`src/rtl/mtpwm_pkg.sv`:
```
package mtpwm_pkg;
    // Channel count is fixed by the register map; the counter width is a parameter.
    localparam int NUM_CH = 4;
    localparam int ADDR_W = 3;

    typedef enum logic [1:0] {
        ACT_NONE   = 2'b00,
        ACT_CLEAR  = 2'b01,
        ACT_SET    = 2'b10,
        ACT_TOGGLE = 2'b11
    } match_act_e;

    localparam logic [ADDR_W-1:0] ADR_CTRL   = 3'd4;
    localparam logic [ADDR_W-1:0] ADR_PWM    = 3'd5;
    localparam logic [ADDR_W-1:0] ADR_RELOAD = 3'd6;
    localparam logic [ADDR_W-1:0] ADR_ACTION = 3'd7;
endpackage

```
`src/rtl/mtpwm_cfg.sv`:
```
module mtpwm_cfg
    import mtpwm_pkg::*;
#(
    parameter int CNT_W = 16
) (
    input  logic                             clk,
    input  logic                             rst_n,
    input  logic                             wr_en_i,
    input  logic [ADDR_W-1:0]                wr_addr_i,
    input  logic [CNT_W-1:0]                 wr_data_i,
    output logic [NUM_CH-1:0][CNT_W-1:0]     cmp_val_o,
    output logic                             run_o,
    output logic [NUM_CH-1:0]                pwm_mode_o,
    output logic [NUM_CH-1:0]                reload_sel_o,
    output logic [NUM_CH-1:0][1:0]           action_o
);
    localparam int ACT_BITS = 2 * NUM_CH;

    typedef struct packed {
        logic [NUM_CH-1:0][CNT_W-1:0] cmp;
        logic                         run;
        logic [NUM_CH-1:0]            pwm;
        logic [NUM_CH-1:0]            rsel;
        logic [NUM_CH-1:0][1:0]       act;
    } cfg_t;

    cfg_t st_d, st_q;

    always_comb begin
        st_d = st_q;
        if (wr_en_i) begin
            for (int c = 0; c < NUM_CH; c++) begin
                if (wr_addr_i == ADDR_W'(c)) begin
                    st_d.cmp[c] = wr_data_i;
                end
            end
            case (wr_addr_i)
                ADR_CTRL:   st_d.run  = wr_data_i[0];
                ADR_PWM:    st_d.pwm  = wr_data_i[NUM_CH-1:0];
                ADR_RELOAD: st_d.rsel = wr_data_i[NUM_CH-1:0];
                ADR_ACTION: st_d.act  = wr_data_i[ACT_BITS-1:0];
                default: ;
            endcase
        end
    end

    always_ff @(posedge clk) begin
        if (!rst_n) begin
            st_q <= '0;
        end else begin
            st_q <= st_d;
        end
    end

    assign cmp_val_o    = st_q.cmp;
    assign run_o        = st_q.run;
    assign pwm_mode_o   = st_q.pwm;
    assign reload_sel_o = st_q.rsel;
    assign action_o     = st_q.act;

    // A cycle without a write leaves the configuration untouched.
    p_cfg_hold_r11: assert property (@(posedge clk) disable iff (!rst_n)
        !wr_en_i |=> $stable(st_q));
endmodule

```
`src/rtl/mtpwm_count.sv`:
```
module mtpwm_count
    import mtpwm_pkg::*;
#(
    parameter int CNT_W = 16
) (
    input  logic                         clk,
    input  logic                         rst_n,
    input  logic                         tick_i,
    input  logic                         run_i,
    input  logic [NUM_CH-1:0][CNT_W-1:0] cmp_val_i,
    input  logic [NUM_CH-1:0]            reload_sel_i,
    output logic [CNT_W-1:0]             count_o,
    output logic [NUM_CH-1:0]            hit_o,
    output logic                         reload_o
);
    typedef struct packed {
        logic [CNT_W-1:0] cnt;
    } ctr_t;

    ctr_t st_d, st_q;
    logic [NUM_CH-1:0] equal;
    logic              step;

    always_comb begin
        for (int c = 0; c < NUM_CH; c++) begin
            equal[c] = (st_q.cnt == cmp_val_i[c]);
        end
        step     = tick_i && run_i;
        hit_o    = step ? equal : '0;
        reload_o = step && |(equal & reload_sel_i);

        st_d = st_q;
        if (reload_o) begin
            st_d.cnt = '0;
        end else if (step) begin
            st_d.cnt = st_q.cnt + 1'b1;
        end
    end

    always_ff @(posedge clk) begin
        if (!rst_n) begin
            st_q <= '0;
        end else begin
            st_q <= st_d;
        end
    end

    assign count_o = st_q.cnt;

    p_count_hold_r2: assert property (@(posedge clk) disable iff (!rst_n)
        !(tick_i && run_i) |=> $stable(st_q.cnt));

    p_count_step_r2: assert property (@(posedge clk) disable iff (!rst_n)
        (tick_i && run_i && !reload_o) |=> (st_q.cnt == CNT_W'($past(st_q.cnt) + 1'b1)));

    p_reload_zero_r3: assert property (@(posedge clk) disable iff (!rst_n)
        reload_o |=> (st_q.cnt == '0));

    p_hit_only_on_tick_r5: assert property (@(posedge clk) disable iff (!rst_n)
        !(tick_i && run_i) |-> (hit_o == '0) && !reload_o);
endmodule

```
`src/rtl/mtpwm_chan.sv`:
```
module mtpwm_chan
    import mtpwm_pkg::*;
(
    input  logic       clk,
    input  logic       rst_n,
    input  logic       hit_i,
    input  logic       reload_i,
    input  logic       pwm_i,
    input  logic [1:0] action_i,
    output logic       pin_o
);
    typedef struct packed {
        logic lvl;
    } chan_t;

    chan_t      st_d, st_q;
    match_act_e act;

    always_comb begin
        act  = match_act_e'(action_i);
        st_d = st_q;
        if (pwm_i) begin
            // Clear at reload takes priority over a set on the same tick.
            if (reload_i) begin
                st_d.lvl = 1'b0;
            end else if (hit_i) begin
                st_d.lvl = 1'b1;
            end
        end else if (hit_i) begin
            case (act)
                ACT_CLEAR:  st_d.lvl = 1'b0;
                ACT_SET:    st_d.lvl = 1'b1;
                ACT_TOGGLE: st_d.lvl = ~st_q.lvl;
                default:    st_d.lvl = st_q.lvl;
            endcase
        end
    end

    always_ff @(posedge clk) begin
        if (!rst_n) begin
            st_q <= '0;
        end else begin
            st_q <= st_d;
        end
    end

    assign pin_o = st_q.lvl;

    p_pwm_rise_r6: assert property (@(posedge clk) disable iff (!rst_n)
        (pwm_i && hit_i && !reload_i) |=> st_q.lvl);

    p_pwm_fall_r7: assert property (@(posedge clk) disable iff (!rst_n)
        (pwm_i && reload_i) |=> !st_q.lvl);

    p_quiet_keeps_r10: assert property (@(posedge clk) disable iff (!rst_n)
        (!hit_i && !(pwm_i && reload_i)) |=> $stable(st_q.lvl));

    p_toggle_flips_r4: assert property (@(posedge clk) disable iff (!rst_n)
        (!pwm_i && hit_i && action_i == 2'b11) |=> (st_q.lvl != $past(st_q.lvl)));

    p_none_keeps_r4: assert property (@(posedge clk) disable iff (!rst_n)
        (!pwm_i && hit_i && action_i == 2'b00) |=> $stable(st_q.lvl));
endmodule

```
`src/rtl/mtpwm_top.sv`:
```
module mtpwm_top
    import mtpwm_pkg::*;
#(
    parameter int CNT_W = 16
) (
    input  logic              clk,
    input  logic              rst_n,
    input  logic              tick_i,
    input  logic              wr_en_i,
    input  logic [2:0]        wr_addr_i,
    input  logic [CNT_W-1:0]  wr_data_i,
    output logic [CNT_W-1:0]  count_o,
    output logic [3:0]        match_o
);
    logic [NUM_CH-1:0][CNT_W-1:0] cmp_val;
    logic                         run;
    logic [NUM_CH-1:0]            pwm_mode;
    logic [NUM_CH-1:0]            reload_sel;
    logic [NUM_CH-1:0][1:0]       action;
    logic [NUM_CH-1:0]            hit;
    logic                         reload;

    mtpwm_cfg #(.CNT_W(CNT_W)) u_cfg (
        .clk          (clk),
        .rst_n        (rst_n),
        .wr_en_i      (wr_en_i),
        .wr_addr_i    (wr_addr_i),
        .wr_data_i    (wr_data_i),
        .cmp_val_o    (cmp_val),
        .run_o        (run),
        .pwm_mode_o   (pwm_mode),
        .reload_sel_o (reload_sel),
        .action_o     (action)
    );

    mtpwm_count #(.CNT_W(CNT_W)) u_count (
        .clk          (clk),
        .rst_n        (rst_n),
        .tick_i       (tick_i),
        .run_i        (run),
        .cmp_val_i    (cmp_val),
        .reload_sel_i (reload_sel),
        .count_o      (count_o),
        .hit_o        (hit),
        .reload_o     (reload)
    );

    for (genvar c = 0; c < NUM_CH; c++) begin : g_chan
        mtpwm_chan u_chan (
            .clk      (clk),
            .rst_n    (rst_n),
            .hit_i    (hit[c]),
            .reload_i (reload),
            .pwm_i    (pwm_mode[c]),
            .action_i (action[c]),
            .pin_o    (match_o[c])
        );
    end

    // Pins stay low for the first cycle after reset.
    p_reset_low_r1: assert property (@(posedge clk)
        !rst_n |=> (match_o == '0) && (count_o == '0));
endmodule

```
`config.mk`:
```
export PLATFORM = sky130hd
export DESIGN_NAME = mtpwm_top
export DESIGN_NICKNAME = d
export VERILOG_FILES = /design/src/rtl/mtpwm_pkg.sv /design/src/rtl/mtpwm_cfg.sv /design/src/rtl/mtpwm_count.sv /design/src/rtl/mtpwm_chan.sv /design/src/rtl/mtpwm_top.sv
export SDC_FILE = /design/constraint.sdc
export NUM_CORES = 1
export LEC_CHECK = 0
export BUFFER_PORTS_ARGS = -buffer_cell sky130_fd_sc_hd__buf_2
export CELL_PAD_IN_SITES_DETAIL_PLACEMENT = 1
export CELL_PAD_IN_SITES_GLOBAL_PLACEMENT = 2
export CORE_MARGIN = 2
export CORE_UTILIZATION = 30
export CTS_CLUSTER_DIAMETER = 150
export DETAILED_ROUTE_END_ITERATION = 8
export HOLD_SLACK_MARGIN = 0.12
export PLACE_DENSITY_LB_ADDON = 0.1
export SLEW_MARGIN = 40
export SYNTH_ARGS = -nofsm -noshare
export SYNTH_HDL_FRONTEND = slang
export SYNTH_HIERARCHICAL = 1
export SYNTH_SLANG_ARGS = --single-unit
export TNS_END_PERCENT = 100
```
`constraint.sdc`:
```
create_clock -name clk -period 4.2 [get_ports clk]
set_clock_uncertainty 0.15 [all_clocks]
set_input_delay 0.21 -clock clk [delete_from_list [all_inputs] [get_ports clk]]
set_output_delay 0.21 -clock clk [all_outputs]
set_load 0.03 [all_outputs]
```
==> metrics, run 1 <==
outcome=finished, final reports clean; Lkg Pwr=2.796 nW; Max stage delay on crit path=0.61 ns; Synth Area in XOR/XNOR=0.1383; Die Wd=131.5 µm; Initial Utilization=0.3069; share of cells above drive strength 1=0.1306; period utilization=0.6899; clock sinks=101; CTS tree=yes; CP Max Fanout=17; port bufs=42; GR Util All Layers=0.1709; R2R Path End=g_chan[0].u_chan/pin_o$_SDFFE_PN0P_; FP Rows=46; DPL Wire Length=10170 µm; synthesized area=0.004875 mm²; first-pass GRT wire length=22170 µm; Crit path buffers/inverters=0; worst min-delay path endpoint=u_cfg/cmp_val_o[7]$_SDFFE_PN0P_; Slew Viols, Final=0; Nets=555; Clk pwr share=0.438; wirelength, routed=14330 µm; CTS H-tree lvls=3; FF-to-FF setup slack=1.30 ns; distinct cell type count after synthesis=37; synth warn=6; Internal Dissipation=1.523 mW; switching power=474.5 µW; synth top area cells=dfxtp_1 41%, mux2i_1 17%, xor2_1 13%; hold crit path type=in -> reg; Slowest cell on crit path=dfxtp_1; adder-cell share of the synthesized area=0.002567; Gate Count Post-Synth=502; largest family of logic cells by synthesized area=simple AND/OR/NAND/NOR gates; Synth Area in Compound Gates=0.02875; mux cell area share after synthesis=0.1663; crit path time final=2.897 ns; routability congestion estimate from global placement=0.7732; die footprint=0.01728 mm²; dpl ws=1.293 ns; critical path launch point type=register; setup_tns=0 ns; Max IR drop VDD=0.2340 mV; Simple-Gate Fraction of Synth Area=0.1828; crit path DAT=2.99 ns; clk_lat worst skew=0.35 ns; DR DRC count=0; worst slew pin tran=0.8132 ns; Required @ worst endpoint=4.29 ns; vias in the first global route=3704; Worst slew margin=0.4579; I/O pin cnt=43; FMAX=345.1 MHz; final hold vios=0; GRT Residual Overflow=0; min-delay src=wr_data_i[7]; via/cell ratio=4.688; Area Growth Syn to Fin=13.73%; critical path capture point type=register; Hold Path Depth=3; clock-pin slew on the worst setup and hold paths=0.07 ns; commonest non-fill, non-tap cell in the layout=nand2_1; ys async rst share=0; postcts setup bufs=0; Main synth FF type=dfxtp_1; Post-synth EDFFs=0; leading area contributor after synthesis=dfxtp_1; drt first pass iters=6; antenna violations before repair=0; CTS max path bufs=2; Critical Path, Cell by Cell=xor2_1 -> nor4_1 -> nand4_1 -> o22a_1 -> a21oi_4 -> nand2_1 -> o2111a_1; worst r2r path cells=7; die height=131.5 µm; number of diodes=0; syn nets=526; Hold-fix buffers, CTS=12; PD cells=360.3 mW/mm²; share of the synthesized area in the top cell type=0.4148; MaxCap Viol Count=0; Setup-failing EPs final=0; Syn Area/Cell=9.711 µm²; RSZ-0062 raised after global routing=no; wire per inst=19.05 µm; register area share after synthesis=0.4148; sequential share of power=0.495; #FFs+latches synth=101; Worst Setup Slack, final=1.303 ns; Net Sw Frac=0.2375; pin count of the biggest net entering global routing=75; CTS resizes=0; DR iter-0 viols=138; Logic pwr share=0.067; root buf cell=clkbuf_16; FF-to-FF Start=u_count/count_o[9]$_SDFFE_PP0P_; DRT antenna net count=0; Vias=3525; critical path class=reg -> reg; most frequent cells in the layout=109 x nand2_1, 101 x dfxtp_1, 81 x mux2i_1; CTS Buf Count=9; core area=0.01589 mm²; cell family with most CP delay=compound AO/OA/AOI/OAI gates
how the worst max path moves through the flow:
| stage | startpoint | end | slack [ns] | cells past startpoint |
|---|---|---|---|---|
| 5_1_grt | u_count/count_o[9]$_SDFFE_PP0P_ | g_chan[3].u_chan/pin_o$_SDFFE_PN0P_ | 1.08 | 7 |
| 6_report | u_count/count_o[9]$_SDFFE_PP0P_ | g_chan[0].u_chan/pin_o$_SDFFE_PN0P_ | 1.30 | 7 |
| 3_5_place_dp | u_count/count_o[2]$_SDFFE_PP0P_ | g_chan[3].u_chan/pin_o$_SDFFE_PN0P_ | 1.29 | 7 |
| 4_1_cts | u_count/count_o[2]$_SDFFE_PP0P_ | g_chan[0].u_chan/pin_o$_SDFFE_PN0P_ | 1.27 | 7 |
| 2_1_floorplan | u_count/count_o[11]$_SDFFE_PP0P_ | g_chan[0].u_chan/pin_o$_SDFFE_PN0P_ | 1.98 | 9 |
| 3_3_place_gp | u_count/count_o[9]$_SDFFE_PP0P_ | g_chan[0].u_chan/pin_o$_SDFFE_PN0P_ | 1.36 | 7 |
power by group through the flow:
stage          logic, mW  registers, mW  clock network [mW]
4_1_cts            0.137          0.989               0.905
3_3_place_gp       0.126           1.01                   0
5_1_grt            0.148          0.991               0.944
2_1_floorplan     0.0852           1.01                   0
6_report           0.135          0.989               0.874
3_5_place_dp       0.129           1.01                   0
cell usage after synthesis (all sizes together) (2+ instances only):
cell type / number
o22a: 2
nor3b: 15
dfxtp: 101
nand3: 4
nor4: 16
inv: 5
mux2i: 81
xnor2: 4
buf: 24
a21boi: 3
and3: 5
xor2: 73
clkbuf: 18
nand2: 110
nor4bb: 2
o21a: 4
nand4: 10
nor2: 6
nand4b: 7
o2111a: 4
flip-flops by register name, summed over array words and instances (netlist names):
name                 count
u_cfg/cmp_val_o         64
u_count/count_o         16
u_cfg/action_o           8
g_chan.u_chan/pin_o      4
u_cfg/pwm_mode_o         4
u_cfg/reload_sel_o       4
u_cfg/run_o              1
logic make-up (layout without fill, tap and decap cells):
| family | count (synthesis) | after routing |
|---|---|---|
| simple gates | 180 | 180 |
| flops | 101 | 101 |
| mux | 81 | 81 |
| xor+xnor | 77 | 77 |
| buf+inv | 47 | 81 |
| compound gates | 15 | 15 |
| fa+ha+maj | 1 | 1 |
final cells by class:
class	count	area, µm²
Clock buffer	11	252.7
Clock inverter	5	58.81
Sequential cell	101	2022
Multi-Input combinational cell	354	2544
Inverter	5	18.77
Timing Repair Buffer	60	377.9
Tap cell	216	270.3
Fill cell	1840	10340
worst register-to-register path, delay by kind of cell (launching register included):
family,cells,cell delay (ns)
and+or+nand+nor,3,0.91
DFF,1,0.61
AOI/OAI and AO/OA,3,0.97
xor gates and xnor gates,1,0.14
through the flow:
stage | power (mW) | area (µm²) | utilization | cells | hold slack [ns]
global route | 2.083 | 5544 | 0.3490 | 752 | 0.1507
detailed placement | 1.140 | 5112 | 0.3218 | 724 | 0.3095
floorplan | 1.091 | 4875 | - | 502 | 0.1996
finish | 1.997 | 5544 | 0.3490 | 752 | 0.1348
CTS | 2.031 | 5544 | 0.3490 | 752 | 0.1273
global placement | 1.137 | 5112 | 0.3218 | 724 | 0.2993
routing by layer:
layer	track usage	routed length, µm	up-vias
met5	0	0	-
met4	0.05978	223	0
met3	0.02431	258	11
met2	0.2592	6260	38
met1	0.2471	7584	1733
li1	-	-	1743
Note: power is estimated with default switching activity, not from simulation.
==> run 2: changes to the inputs <==
clock period = 2.65 ns   (was 4.2 ns; I/O delays follow)
==> run 2 against run 1 <==
  * Global-route usage is 0.23 points higher
  * Clock power is 62% higher
  * Die area did not move
  * Register-to-register slack lost 1.1 ns
  * Combinational power grew 74%
  * Critical path type unchanged
==> metrics, run 2 (same netlist as run 1, synthesis figures left out) <==
clock sinks=101; MaxCap Viol Count=0; wire per inst=18.38 µm; sequential share of power=0.486; postcts setup bufs=0; GR Util All Layers=0.1732; Required @ worst endpoint=2.73 ns; most frequent cells in the layout=109 x nand2_1, 98 x dfxtp_1, 81 x mux2i_1; commonest non-fill, non-tap cell in the layout=nand2_1; DRT antenna net count=0; Initial Utilization=0.3069; crit path time final=2.480 ns; root buf cell=clkbuf_16; vias in the first global route=3970; Setup-failing EPs final=0; Die Wd=131.5 µm; FP Rows=46; Clk pwr share=0.441; Nets=579; max reg flops=64; PD cells=555.4 mW/mm²; critical path class=reg -> reg; CTS max path bufs=2; Logic pwr share=0.073; CP Max Fanout=13; fin area=0.005791 mm²; final hold vios=0; Max IR drop VDD=0.2914 mV; pin count of the biggest net entering global routing=40; drt first pass iters=6; CTS H-tree lvls=3; GRT Residual Overflow=0; Tot Pwr=3.216 mW; via/cell ratio=4.661; crit path DAT=2.56 ns; worst slew pin tran=0.6851 ns; FMAX=403.2 MHz; antenna violations before repair=0; core area=0.01589 mm²; I/O pin cnt=43; routability congestion estimate from global placement=0.7472; RSZ-0062 raised after global routing=no; Lkg Pwr=2.923 nW; DP Area=0.005233 mm²; DR DRC count=0; fill count=1853; share of cells above drive strength 1=0.1679; multi-input logic area=0.002581 mm²; Worst slew margin=0.5419; die footprint=0.01728 mm²; first-pass GRT wire length=22910 µm; critical path capture point type=register; clk_lat worst skew=0.35 ns; number of diodes=0; hold crit path type=in -> reg; CTS Buf Count=9; outcome=finished, final reports clean; Slew Viols, Final=0; DPL Wire Length=10330 µm; period utilization=0.9360; port bufs=42; clock-pin slew on the worst setup and hold paths=0.07 ns; Vias=3617; DR iter-0 viols=126; switching power=744.4 µW; Net Sw Frac=0.2314; Area Growth Syn to Fin=18.79%; Internal Dissipation=2.472 mW; CTS tree=yes; Register Area=0.002026 mm²; die height=131.5 µm; wirelength, routed=14260 µm; critical path launch point type=register
run 2: changes by cell type in the layout (fill, tap and decap cells not counted), sizes merged:
cell         previous run  this run
clkinv                  2         1
bufinv                  1         2
dlygate4sd3            12        20
buf                    48        64
clkinvlp                2         3
clkbuf                 11        10
run 2: cell type report:
cell class / count / share of cell area
multi-input cells: 354 / 0.4458
flip-flops and latches: 101 / 0.3498
repair buffers: 84 / 0.09983
well taps: 216 / 0.04667
clock buffers: 10 / 0.03954
clock inverters: 6 / 0.01513
inverters: 5 / 0.003241
run 2: final timing paths:
path | start | to | slack (ns) | depth (start not counted)
max reg2reg | u_count/count_o[14]$_SDFFE_PP0P_ | u_count/count_o[3]$_SDFFE_PP0P_ | 0.17 | 8
min | wr_data_i[6] | u_cfg/cmp_val_o[38]$_SDFFE_PN0P_ | 0.12 | 3
min reg2reg | u_cfg/reload_sel_o[3]$_SDFFE_PN0P_ | u_cfg/reload_sel_o[3]$_SDFFE_PN0P_ | 0.31 | 2
max | u_count/count_o[14]$_SDFFE_PP0P_ | u_count/count_o[3]$_SDFFE_PP0P_ | 0.17 | 8
run 2: repair_timing:
action / 4_1_cts / 5_1_grt
hold buffers: 20 / 0
hold endpoints to repair: 68 / 0
gates resized for setup: 4 / 5
endpoints found under the setup margin: 13 / 13
run 2: critical path, stage by stage (launching register included):
cell     delay (ns)
dfxtp_1        0.54
xor2_1         0.12
nor4_1         0.40
buf_4          0.20
nand4_1        0.10
o22a_1         0.29
a21oi_4        0.23
buf_4          0.24
nor3b_1        0.09
run 2: per-layer routing:
| metal | GRT usage | routed length, µm | share of wire |
|---|---|---|---|
| met5 | 0 | 0 | 0 |
| met4 | 0.03986 | 130 | 0.0091 |
| met3 | 0.03472 | 321 | 0.023 |
| met2 | 0.3008 | 7039 | 0.49 |
| met1 | 0.2212 | 6769 | 0.47 |
run 2: per-stage QoR:
stage | TNS, ns | utilization | hold slack, ns | worst slack (ns) | std cells
3_5_place_dp | -0.3128 | 0.3294 | 0.3095 | -0.03013 | 740
5_1_grt | 0 | 0.3645 | 0.1274 | 0.001896 | 776
4_1_cts | 0 | 0.3629 | 0.1289 | 0.08236 | 776
2_1_floorplan | 0 | - | 0.1221 | 0.4253 | 502
6_report | 0 | 0.3645 | 0.1150 | 0.1697 | 776
3_3_place_gp | -0.4195 | 0.3294 | 0.3022 | -0.03494 | 740
run 2: power groups by stage:
stage          Clock [mW]  Combinational, mW  Sequential, mW
3_5_place_dp            0              0.214            1.60
4_1_cts              1.47              0.237            1.56
3_3_place_gp            0              0.209            1.60
2_1_floorplan           0              0.135            1.59
5_1_grt              1.54              0.259            1.57
6_report             1.42              0.235            1.56
==> run 3: changes to the inputs <==
CORE_ASPECT_RATIO = 0.75   (was not set)
==> run 3 against run 2 <==
  * Combinational power is essentially flat
  * Sequential power barely moved
  * Sequential share of layout area rose by 0.20 points
==> metrics, run 3 (same netlist as run 1, synthesis figures left out) <==
PD cells=537.5 mW/mm²; critical path launch point type=register; hold crit path type=in -> reg; vias in the first global route=3805; MaxCap Viol Count=0; wirelength, routed=14310 µm; fill count=1858; GRT Residual Overflow=0; DPL Wire Length=10450 µm; FMAX=408.3 MHz; critical path class=reg -> reg; CTS H-tree lvls=3; Vias=3616; Max IR drop VDD=0.2653 mV; metal2 WL=5972 µm; Slew Viols, Final=0; CTS Buf Count=9; Worst slew margin=0.5261; most frequent cells in the layout=109 x nand2_1, 99 x dfxtp_1, 81 x mux2i_1; clock sinks=101; crit path DAT=2.53 ns; Lkg Pwr=2.926 nW; commonest non-fill, non-tap cell in the layout=nand2_1; clock-pin slew on the worst setup and hold paths=0.07 ns; DR iter-0 viols=137; share of cells above drive strength 1=0.1601; root buf cell=clkbuf_16; highest routed metal layer=met4; routability congestion estimate from global placement=0.7314; DP Area=0.005273 mm²; Hold Path Depth=3; number of diodes=0; GR Util All Layers=0.1753; outcome=finished, final reports clean; DR DRC count=0; FP Rows=40; die height=114.4 µm; CTS tree=yes; DR WL met3=392 µm; RSZ-0062 raised after global routing=no; Area Growth Syn to Fin=18.04%; drt first pass iters=4; port bufs=42; crit path time final=2.449 ns; period utilization=0.9243; I/O pin cnt=43; via/cell ratio=4.684; antenna violations before repair=0; pin count of the biggest net entering global routing=57; max reg flops=64; fin area=0.005754 mm²; postcts setup bufs=0; final hold vios=0; multi-input logic area=0.002544 mm²; first-pass GRT wire length=22220 µm; wl on met1=7791 µm; dpl ws=0.08190 ns; Die Wd=151.2 µm; Setup-failing EPs final=0; Register Area=0.002024 mm²; Initial Utilization=0.3053; FF-to-FF setup slack=0.20 ns; core area=0.01597 mm²; worst r2r path cells=8; setup_tns=0 ns; Util after Layout=0.3604; Nets=581; wire per inst=18.54 µm; DRT antenna net count=0; die footprint=0.01730 mm²; worst slew pin tran=0.7087 ns; clk_lat worst skew=0.35 ns; Tot Pwr=3.093 mW; Worst Setup Slack, final=0.2006 ns; critical path capture point type=register; Required @ worst endpoint=2.74 ns; CP Max Fanout=7; CTS max path bufs=2
==> run 3: cell count changes in the layout (fill, tap and decap cells not counted), moves of 2 or more <==
cell and change:
nor4_1 +6, nor4_2 -6, clkbuf_8 +3, clkinvlp_4 -3, buf_12 +2, bufinv_16 -2
==> run 3: layout make-up <==
type,instances,area share
clock buffer,13,0.04697
clock inverter,3,0.003262
inverter,5,0.003262
multi-input combinational,354,0.4421
sequential,101,0.3518
tap,210,0.04566
timing repair buffer,86,0.1070
==> run 3: through the flow <==
step | instances | hold slack, ns
floorplan | 502 | 0.1221
global placement | 737 | 0.2996
detailed placement | 737 | 0.3069
CTS | 772 | 0.1440
global route | 772 | 0.1810
finish | 772 | 0.1353
==> run 3: routing by layer <==
layer | up-vias | GRT usage
li1 | 1801 | -
met1 | 1764 | 0.2593
met2 | 40 | 0.2555
met3 | 11 | 0.03386
met4 | 0 | 0.05421
met5 | - | 0
==> run 3: path summary, 6_finish.rpt <==
kind,to,startpoint
setup / recovery,g_chan[3].u_chan/pin_o$_SDFFE_PN0P_,u_count/count_o[7]$_SDFFE_PP0P_
hold / removal,u_cfg/pwm_mode_o[2]$_SDFFE_PN0P_,wr_data_i[2]
setup reg to reg,g_chan[3].u_chan/pin_o$_SDFFE_PN0P_,u_count/count_o[7]$_SDFFE_PP0P_
hold reg to reg,u_cfg/action_o[1]$_SDFFE_PN0P_,u_cfg/action_o[1]$_SDFFE_PN0P_
==> run 3: report_power, final <==
| group | total [mW] | internal (mW) | switching, mW | leakage, nW |
|---|---|---|---|---|
| clock network | 1.29 | 0.714 | 0.577 | 0.146 |
| registers | 1.57 | 1.54 | 0.0213 | 0.818 |
| logic | 0.237 | 0.106 | 0.131 | 1.96 |
| total | 3.09 | 2.36 | 0.729 | 2.93 |
==> run 3: worst max-delay path: stages, from the launching register on <==
cell and delay [ns]:
dfxtp_1 0.55, xor2_1 0.15, nor4_1 0.35, buf_4 0.19, nand4_1 0.12, o22a_2 0.30, a21oi_4 0.28, nand2_1 0.10
o2111a_1 0.15
==> run 3: timing repair <==
| action | CTS | global route |
|---|---|---|
| setup endpoints to repair | 0 | 17 |
| gates resized for setup | 0 | 2 |
| endpoints found under the hold margin | 60 | 0 |
| hold buffers | 19 | 0 |
